$ cat config.mk
export PLATFORM = sky130hd
export DESIGN_NAME = min_sum_check_node
export DESIGN_NICKNAME = d
export VERILOG_FILES = /design/src/rtl/msc_pkg.sv /design/src/rtl/msc_split.sv /design/src/rtl/msc_min2.sv /design/src/rtl/msc_outsel.sv /design/src/rtl/msc_pipe.sv /design/src/rtl/min_sum_check_node.sv
export SDC_FILE = /design/constraint.sdc
export NUM_CORES = 1
export LEC_CHECK = 0
export ABC_AREA = 1
export CORE_ASPECT_RATIO = 1.4
export CORE_UTILIZATION = 50
export CTS_BUF_LIST = sky130_fd_sc_hd__clkbuf_4 sky130_fd_sc_hd__clkbuf_8 sky130_fd_sc_hd__clkbuf_16
export CTS_CLUSTER_SIZE = 12
export DETAILED_ROUTE_END_ITERATION = 8
export PLACE_DENSITY = 0.71
export SYNTH_ARGS = -nofsm -noshare
export SYNTH_HDL_FRONTEND = slang
export SYNTH_HIERARCHICAL = 1
export SYNTH_SLANG_ARGS = --single-unit
$ cat constraint.sdc
create_clock -name clk -period 17.5 [get_ports clk]
set_input_delay 2.625 -clock clk [delete_from_list [all_inputs] [get_ports clk]]
set_output_delay 2.625 -clock clk [all_outputs]
set_load 0.01 [all_outputs]
$ cat src/rtl/msc_pkg.sv
package msc_pkg;

    parameter int MSC_NB_DEF  = 6;
    parameter int MSC_MW_DEF  = 5;
    parameter int MSC_LAT_DEF = 3;

endpackage

$ cat src/rtl/msc_split.sv
module msc_split #(
    parameter int MW = msc_pkg::MSC_MW_DEF
) (
    input  logic [MW-1:0] msg,
    output logic          neg,
    output logic [MW-2:0] mag
);
    localparam logic [MW-1:0] MOST_NEG = {1'b1, {(MW-1){1'b0}}};

    logic [MW-1:0] flipped;

    always_comb begin
        neg     = msg[MW-1];
        flipped = -msg;
        if (!neg)
            mag = msg[MW-2:0];
        else if (msg == MOST_NEG)
            mag = '1;
        else
            mag = flipped[MW-2:0];
    end
endmodule

$ cat src/rtl/msc_min2.sv
module msc_min2 #(
    parameter int NB   = msc_pkg::MSC_NB_DEF,
    parameter int MAGW = msc_pkg::MSC_MW_DEF - 1,
    parameter int IDXW = (NB > 1) ? $clog2(NB) : 1
) (
    input  logic [NB*MAGW-1:0] mags,
    input  logic [NB-1:0]      en,
    output logic [MAGW-1:0]    min1,
    output logic [MAGW-1:0]    min2,
    output logic [IDXW-1:0]    idx,
    output logic               any
);
    always_comb begin
        min1 = '1;
        min2 = '1;
        idx  = '0;
        any  = 1'b0;
        for (int i = 0; i < NB; i++) begin
            if (en[i]) begin
                if (!any || mags[i*MAGW +: MAGW] < min1) begin
                    min2 = min1;
                    min1 = mags[i*MAGW +: MAGW];
                    idx  = IDXW'(i);
                end else if (mags[i*MAGW +: MAGW] < min2) begin
                    min2 = mags[i*MAGW +: MAGW];
                end
                any = 1'b1;
            end
        end
    end
endmodule

$ cat src/rtl/msc_outsel.sv
module msc_outsel #(
    parameter int MW = msc_pkg::MSC_MW_DEF
) (
    input  logic          en,
    input  logic          own_neg,
    input  logic          parity,
    input  logic          is_min,
    input  logic [MW-2:0] min1,
    input  logic [MW-2:0] min2,
    input  logic [MW-2:0] ofs,
    output logic [MW-1:0] msg_out
);
    logic [MW-2:0] sel;
    logic [MW-2:0] red;
    logic          neg_out;

    always_comb begin
        sel     = is_min ? min2 : min1;
        red     = (sel > ofs) ? (sel - ofs) : '0;
        neg_out = parity ^ own_neg;
        if (!en || red == '0)
            msg_out = '0;
        else if (neg_out)
            msg_out = -{1'b0, red};
        else
            msg_out = {1'b0, red};
    end
endmodule

$ cat src/rtl/msc_pipe.sv
module msc_pipe #(
    parameter int W   = 30,
    parameter int LAT = msc_pkg::MSC_LAT_DEF
) (
    input  logic         clk,
    input  logic         rst_n,
    input  logic         in_valid,
    input  logic [W-1:0] in_data,
    output logic         out_valid,
    output logic [W-1:0] out_data
);
    typedef struct packed {
        logic         vld;
        logic [W-1:0] dat;
    } stage_t;

    stage_t st_d [LAT];
    stage_t st_q [LAT];

    always_comb begin
        st_d[0].vld = in_valid;
        st_d[0].dat = in_data;
        for (int s = 1; s < LAT; s++)
            st_d[s] = st_q[s-1];
    end

    always_ff @(posedge clk) begin
        if (!rst_n) begin
            for (int s = 0; s < LAT; s++)
                st_q[s] <= '0;
        end else begin
            for (int s = 0; s < LAT; s++)
                st_q[s] <= st_d[s];
        end
    end

    assign out_valid = st_q[LAT-1].vld;
    assign out_data  = st_q[LAT-1].dat;
endmodule

$ cat src/rtl/min_sum_check_node.sv
module min_sum_check_node #(
    parameter int NB  = msc_pkg::MSC_NB_DEF,
    parameter int MW  = msc_pkg::MSC_MW_DEF,
    parameter int LAT = msc_pkg::MSC_LAT_DEF
) (
    input  logic            clk,
    input  logic            rst_n,
    input  logic            in_valid,
    input  logic [NB-1:0]   in_en,
    input  logic [NB*MW-1:0] in_msg,
    input  logic [MW-2:0]   offset,
    output logic            out_valid,
    output logic [NB*MW-1:0] out_msg
);
    localparam int MAGW = MW - 1;
    localparam int IDXW = (NB > 1) ? $clog2(NB) : 1;
    localparam int PW   = $clog2(LAT + 2);
    localparam logic [MAGW-1:0] MAXMAG = '1;

    logic [NB-1:0]        neg_v;
    logic [NB*MAGW-1:0]   mag_v;
    logic [MAGW-1:0]      mag_a [NB];
    logic [MAGW-1:0]      min1, min2;
    logic [IDXW-1:0]      idx;
    logic                 any;
    logic                 parity;
    logic [NB*MW-1:0]     ext_v;

    for (genvar i = 0; i < NB; i++) begin : g_col
        msc_split #(.MW(MW)) u_split (
            .msg (in_msg[i*MW +: MW]),
            .neg (neg_v[i]),
            .mag (mag_v[i*MAGW +: MAGW])
        );
        assign mag_a[i] = mag_v[i*MAGW +: MAGW];

        msc_outsel #(.MW(MW)) u_out (
            .en      (in_en[i]),
            .own_neg (neg_v[i]),
            .parity  (parity),
            .is_min  (idx == IDXW'(i)),
            .min1    (min1),
            .min2    (min2),
            .ofs     (offset),
            .msg_out (ext_v[i*MW +: MW])
        );
    end

    assign parity = ^(neg_v & in_en);

    msc_min2 #(.NB(NB), .MAGW(MAGW), .IDXW(IDXW)) u_tree (
        .mags (mag_v),
        .en   (in_en),
        .min1 (min1),
        .min2 (min2),
        .idx  (idx),
        .any  (any)
    );

    msc_pipe #(.W(NB*MW), .LAT(LAT)) u_pipe (
        .clk       (clk),
        .rst_n     (rst_n),
        .in_valid  (in_valid),
        .in_data   (ext_v),
        .out_valid (out_valid),
        .out_data  (out_msg)
    );

    // Checker state: results entered but not yet delivered.
    logic [PW-1:0] pend_d, pend_q;

    always_comb begin
        pend_d = pend_q + PW'(in_valid) - PW'(out_valid);
    end

    always_ff @(posedge clk) begin
        if (!rst_n) pend_q <= '0;
        else        pend_q <= pend_d;
    end

    // the tree orders its two survivors
    a_r2_min_order: assert property (@(posedge clk) disable iff (!rst_n)
        in_valid |-> (min1 <= min2));

    // the reported index is an enabled column that holds the minimum
    a_r2_min_owner: assert property (@(posedge clk) disable iff (!rst_n)
        (in_valid && any) |-> (in_en[idx] && mag_a[idx] == min1));

    // with nothing enabled the tree reports the ceiling
    a_r7_empty_tree: assert property (@(posedge clk) disable iff (!rst_n)
        (in_valid && !any) |-> (min1 == MAXMAG && min2 == MAXMAG));

    // never more results in flight than pipeline stages
    a_r8_pending_bound: assert property (@(posedge clk) disable iff (!rst_n)
        pend_q <= PW'(LAT));

    // no result leaves without a matching input
    a_r8_no_orphan: assert property (@(posedge clk) disable iff (!rst_n)
        out_valid |-> (pend_q != '0));

    // nothing emerges in the cycle right after reset
    a_r1_quiet_after_reset: assert property (@(posedge clk) disable iff (!rst_n)
        $rose(rst_n) |-> !out_valid);
endmodule

==> impl_metrics.tcl <==
set metrics [dict create \
    clk-insertion-delay-late_ns 0.33 \
    start_util 0.510 \
    netlist_instances 1147 \
    intPower_mw 0.646 \
    drtIter0Drc 126 \
    grt_max_degree 94 \
    ir_drop_uv 69.0 \
    min_period_ns 11.92 \
    hold_buffers 0 \
    largest_register_ffs 93 \
    maxSlewHeadroom 0.465 \
    seqPwrFrac 0.224 \
    path_class "input pin to register" \
    slowest_delay_ns 0.53 \
    grt_pass1_vias 5935 \
    cp_common_cell "inv_1" \
    grt_pass1_wl_um 24400 \
    nNetsFinal 1319 \
    worst_ep_arrival_time_ns 12.15 \
    hold_violations 0 \
    switchingPower_mw 0.513 \
    syn_to_final_growth_pct 15.0 \
    rsz0062_at_grt "no" \
    routed_wl_um 14100 \
    drive_above_1_share 0.101 \
    netSwitchingFraction 0.442 \
    core_area_sq_um 14400 \
    slowest_stage "nor3_1" \
    critPathCaptureType "register" \
    hold_ws_ns 0.408 \
    p_per_area_nw_per_um2 137 \
    crit_family "simple AND/OR/NAND/NOR gates" \
    fin_area_sq_um 8470 \
    min_path_type "register to register" \
    synth_area_per_cell_sq_um 6.42 \
    cts_setup_buffers 0 \
    io_buffers 73 \
    crit_buf_inv 12 \
    slew_viol_final 0 \
    clkTransAtPathRegs_ns 0.06 \
    clock_power_share 0.165 \
    numClockSinks 93 \
    p_leak_nw 5.04 \
    synth_warnings 6 \
    cts.path.max_buffers 2 \
    dieArea_sq_um 15200 \
    synth_area_sq_um 7370 \
    die_w_um 105 \
    cts_buffers 9 \
    die_h_um 146 \
    final_core_util 0.586 \
    post_drt_wl_per_cell_um 10.0 \
    finalCritPeriodShare 0.681 \
    via_per_inst 4.70 \
    gp_congestion 0.898 \
    cts_resized 0 \
    worst_pin_slew_ns 0.802 \
    htree_num_levels 3 \
    num_vias 6603 \
    antenna_found_initial 0 \
    largest_register "u_pipe/st_q" \
    place_area_sq_um 8160 \
    max_freq_ghz 0.0839 \
    fillCellCount 1445 \
    cts_root_buf "clkbuf_16" \
    globalRouteOverflowTotal 0 \
    first_pass_iters 4 \
    ant_nets 0 \
    ios 74 \
    syn_nets 1255 \
    dp_hpwl_um 11500 \
    cts_tree "yes" \
    drcViolationCount 0 \
    largestRegisters "u_pipe/st_q: 93 flops" \
    critPathMaxFanout 14 \
    diodes 0 \
    groute.usage.overall 0.191 \
    finClkSkew_ns 0.00489 \
    maxCapViolations 0 \
    rows 52 \
    tns_ns 0 \
    combPwrFrac 0.611 \
    crit_required_ns 17.72 \
    run_status "completed" \
    setup_violations 0 \
    cp-start-kind "input pin" \
]
==> layout make-up <==
cell class,instances,area [sq um],area share
Multi-Input combinational cell,769,4340,0.512
Sequential cell,93,1860,0.220
Inverter,264,993,0.117
Timing Repair Buffer,74,733,0.0866
Clock buffer,11,253,0.0298
Tap cell,189,236,0.0279
Clock inverter,5,57.6,0.00679
==> layout by cell type, fill, tap and decap left out, types with 2 or more instances in the layout <==
cell / count
nand2_1: 352
inv_1: 252
dfxtp_1: 93
nand3_1: 87
clkdlybuf4s50_1: 72
nor2_1: 59
ha_1: 59
o21ai_0: 22
nand3_2: 21
nand2_2: 20
a21oi_1: 20
o21ai_1: 20
mux2_2: 19
nand4_1: 14
inv_2: 11
clkbuf_16: 9
or2_2: 8
nand2_4: 7
nor3_1: 6
mux2i_1: 6
a21oi_2: 6
o21ai_2: 6
nor2_2: 6
xor2_1: 6
fa_1: 6
o211ai_1: 5
a22oi_1: 3
a31oi_1: 3
clkbuf_8: 2
clkinv_2: 2
o21bai_1: 2
o21a_1: 2
==> power groups by stage <==
stage                     Clock [mW]  Sequential (mW)  Combinational [mW]
after floorplan                    0            0.267               0.575
after global placement             0            0.264               0.691
after detailed placement           0            0.265               0.708
after CTS                      0.196            0.260               0.711
after global routing           0.207            0.264               0.814
final                          0.191            0.260               0.708
==> path summary, 6_finish.rpt <==
check,endpoint,cells after the start,start,slack [ns]
hold / removal,u_pipe/st_q[0][48],2,u_pipe/st_q[0][17],0.41
setup / recovery,u_pipe/st_q[0][10],64,in_msg[1],5.58
hold reg to reg,u_pipe/st_q[0][48],2,u_pipe/st_q[0][17],0.41
setup reg to reg,u_pipe/st_q[0][59],2,u_pipe/st_q[0][28],16.97
==> worst register-to-register path, delay by kind of cell (launching register included) <==
family / cells / cell delay (ns)
simple gates: 1 / 0.07
buf+inv: 1 / 0.05
flops: 1 / 0.31
==> metal layers <==
layer / vias to the layer above / global-route usage / wire length (um)
li1: 3638 / - / -
met1: 2851 / 0.195 / 5790
met2: 93 / 0.388 / 7690
met3: 21 / 0.0184 / 272
met4: 0 / 0.0732 / 303
met5: - / 0 / 0
==> per-stage QoR <==
stage | std cells | setup slack [ns] | total power, mW
2_1_floorplan | 1147 | 6.85 | 0.841
3_3_place_gp | 1389 | 5.59 | 0.955
3_5_place_dp | 1389 | 5.31 | 0.973
4_1_cts | 1405 | 5.62 | 1.17
5_1_grt | 1405 | 4.61 | 1.29
6_report | 1405 | 5.58 | 1.16
(Power assumes the default switching activity.)
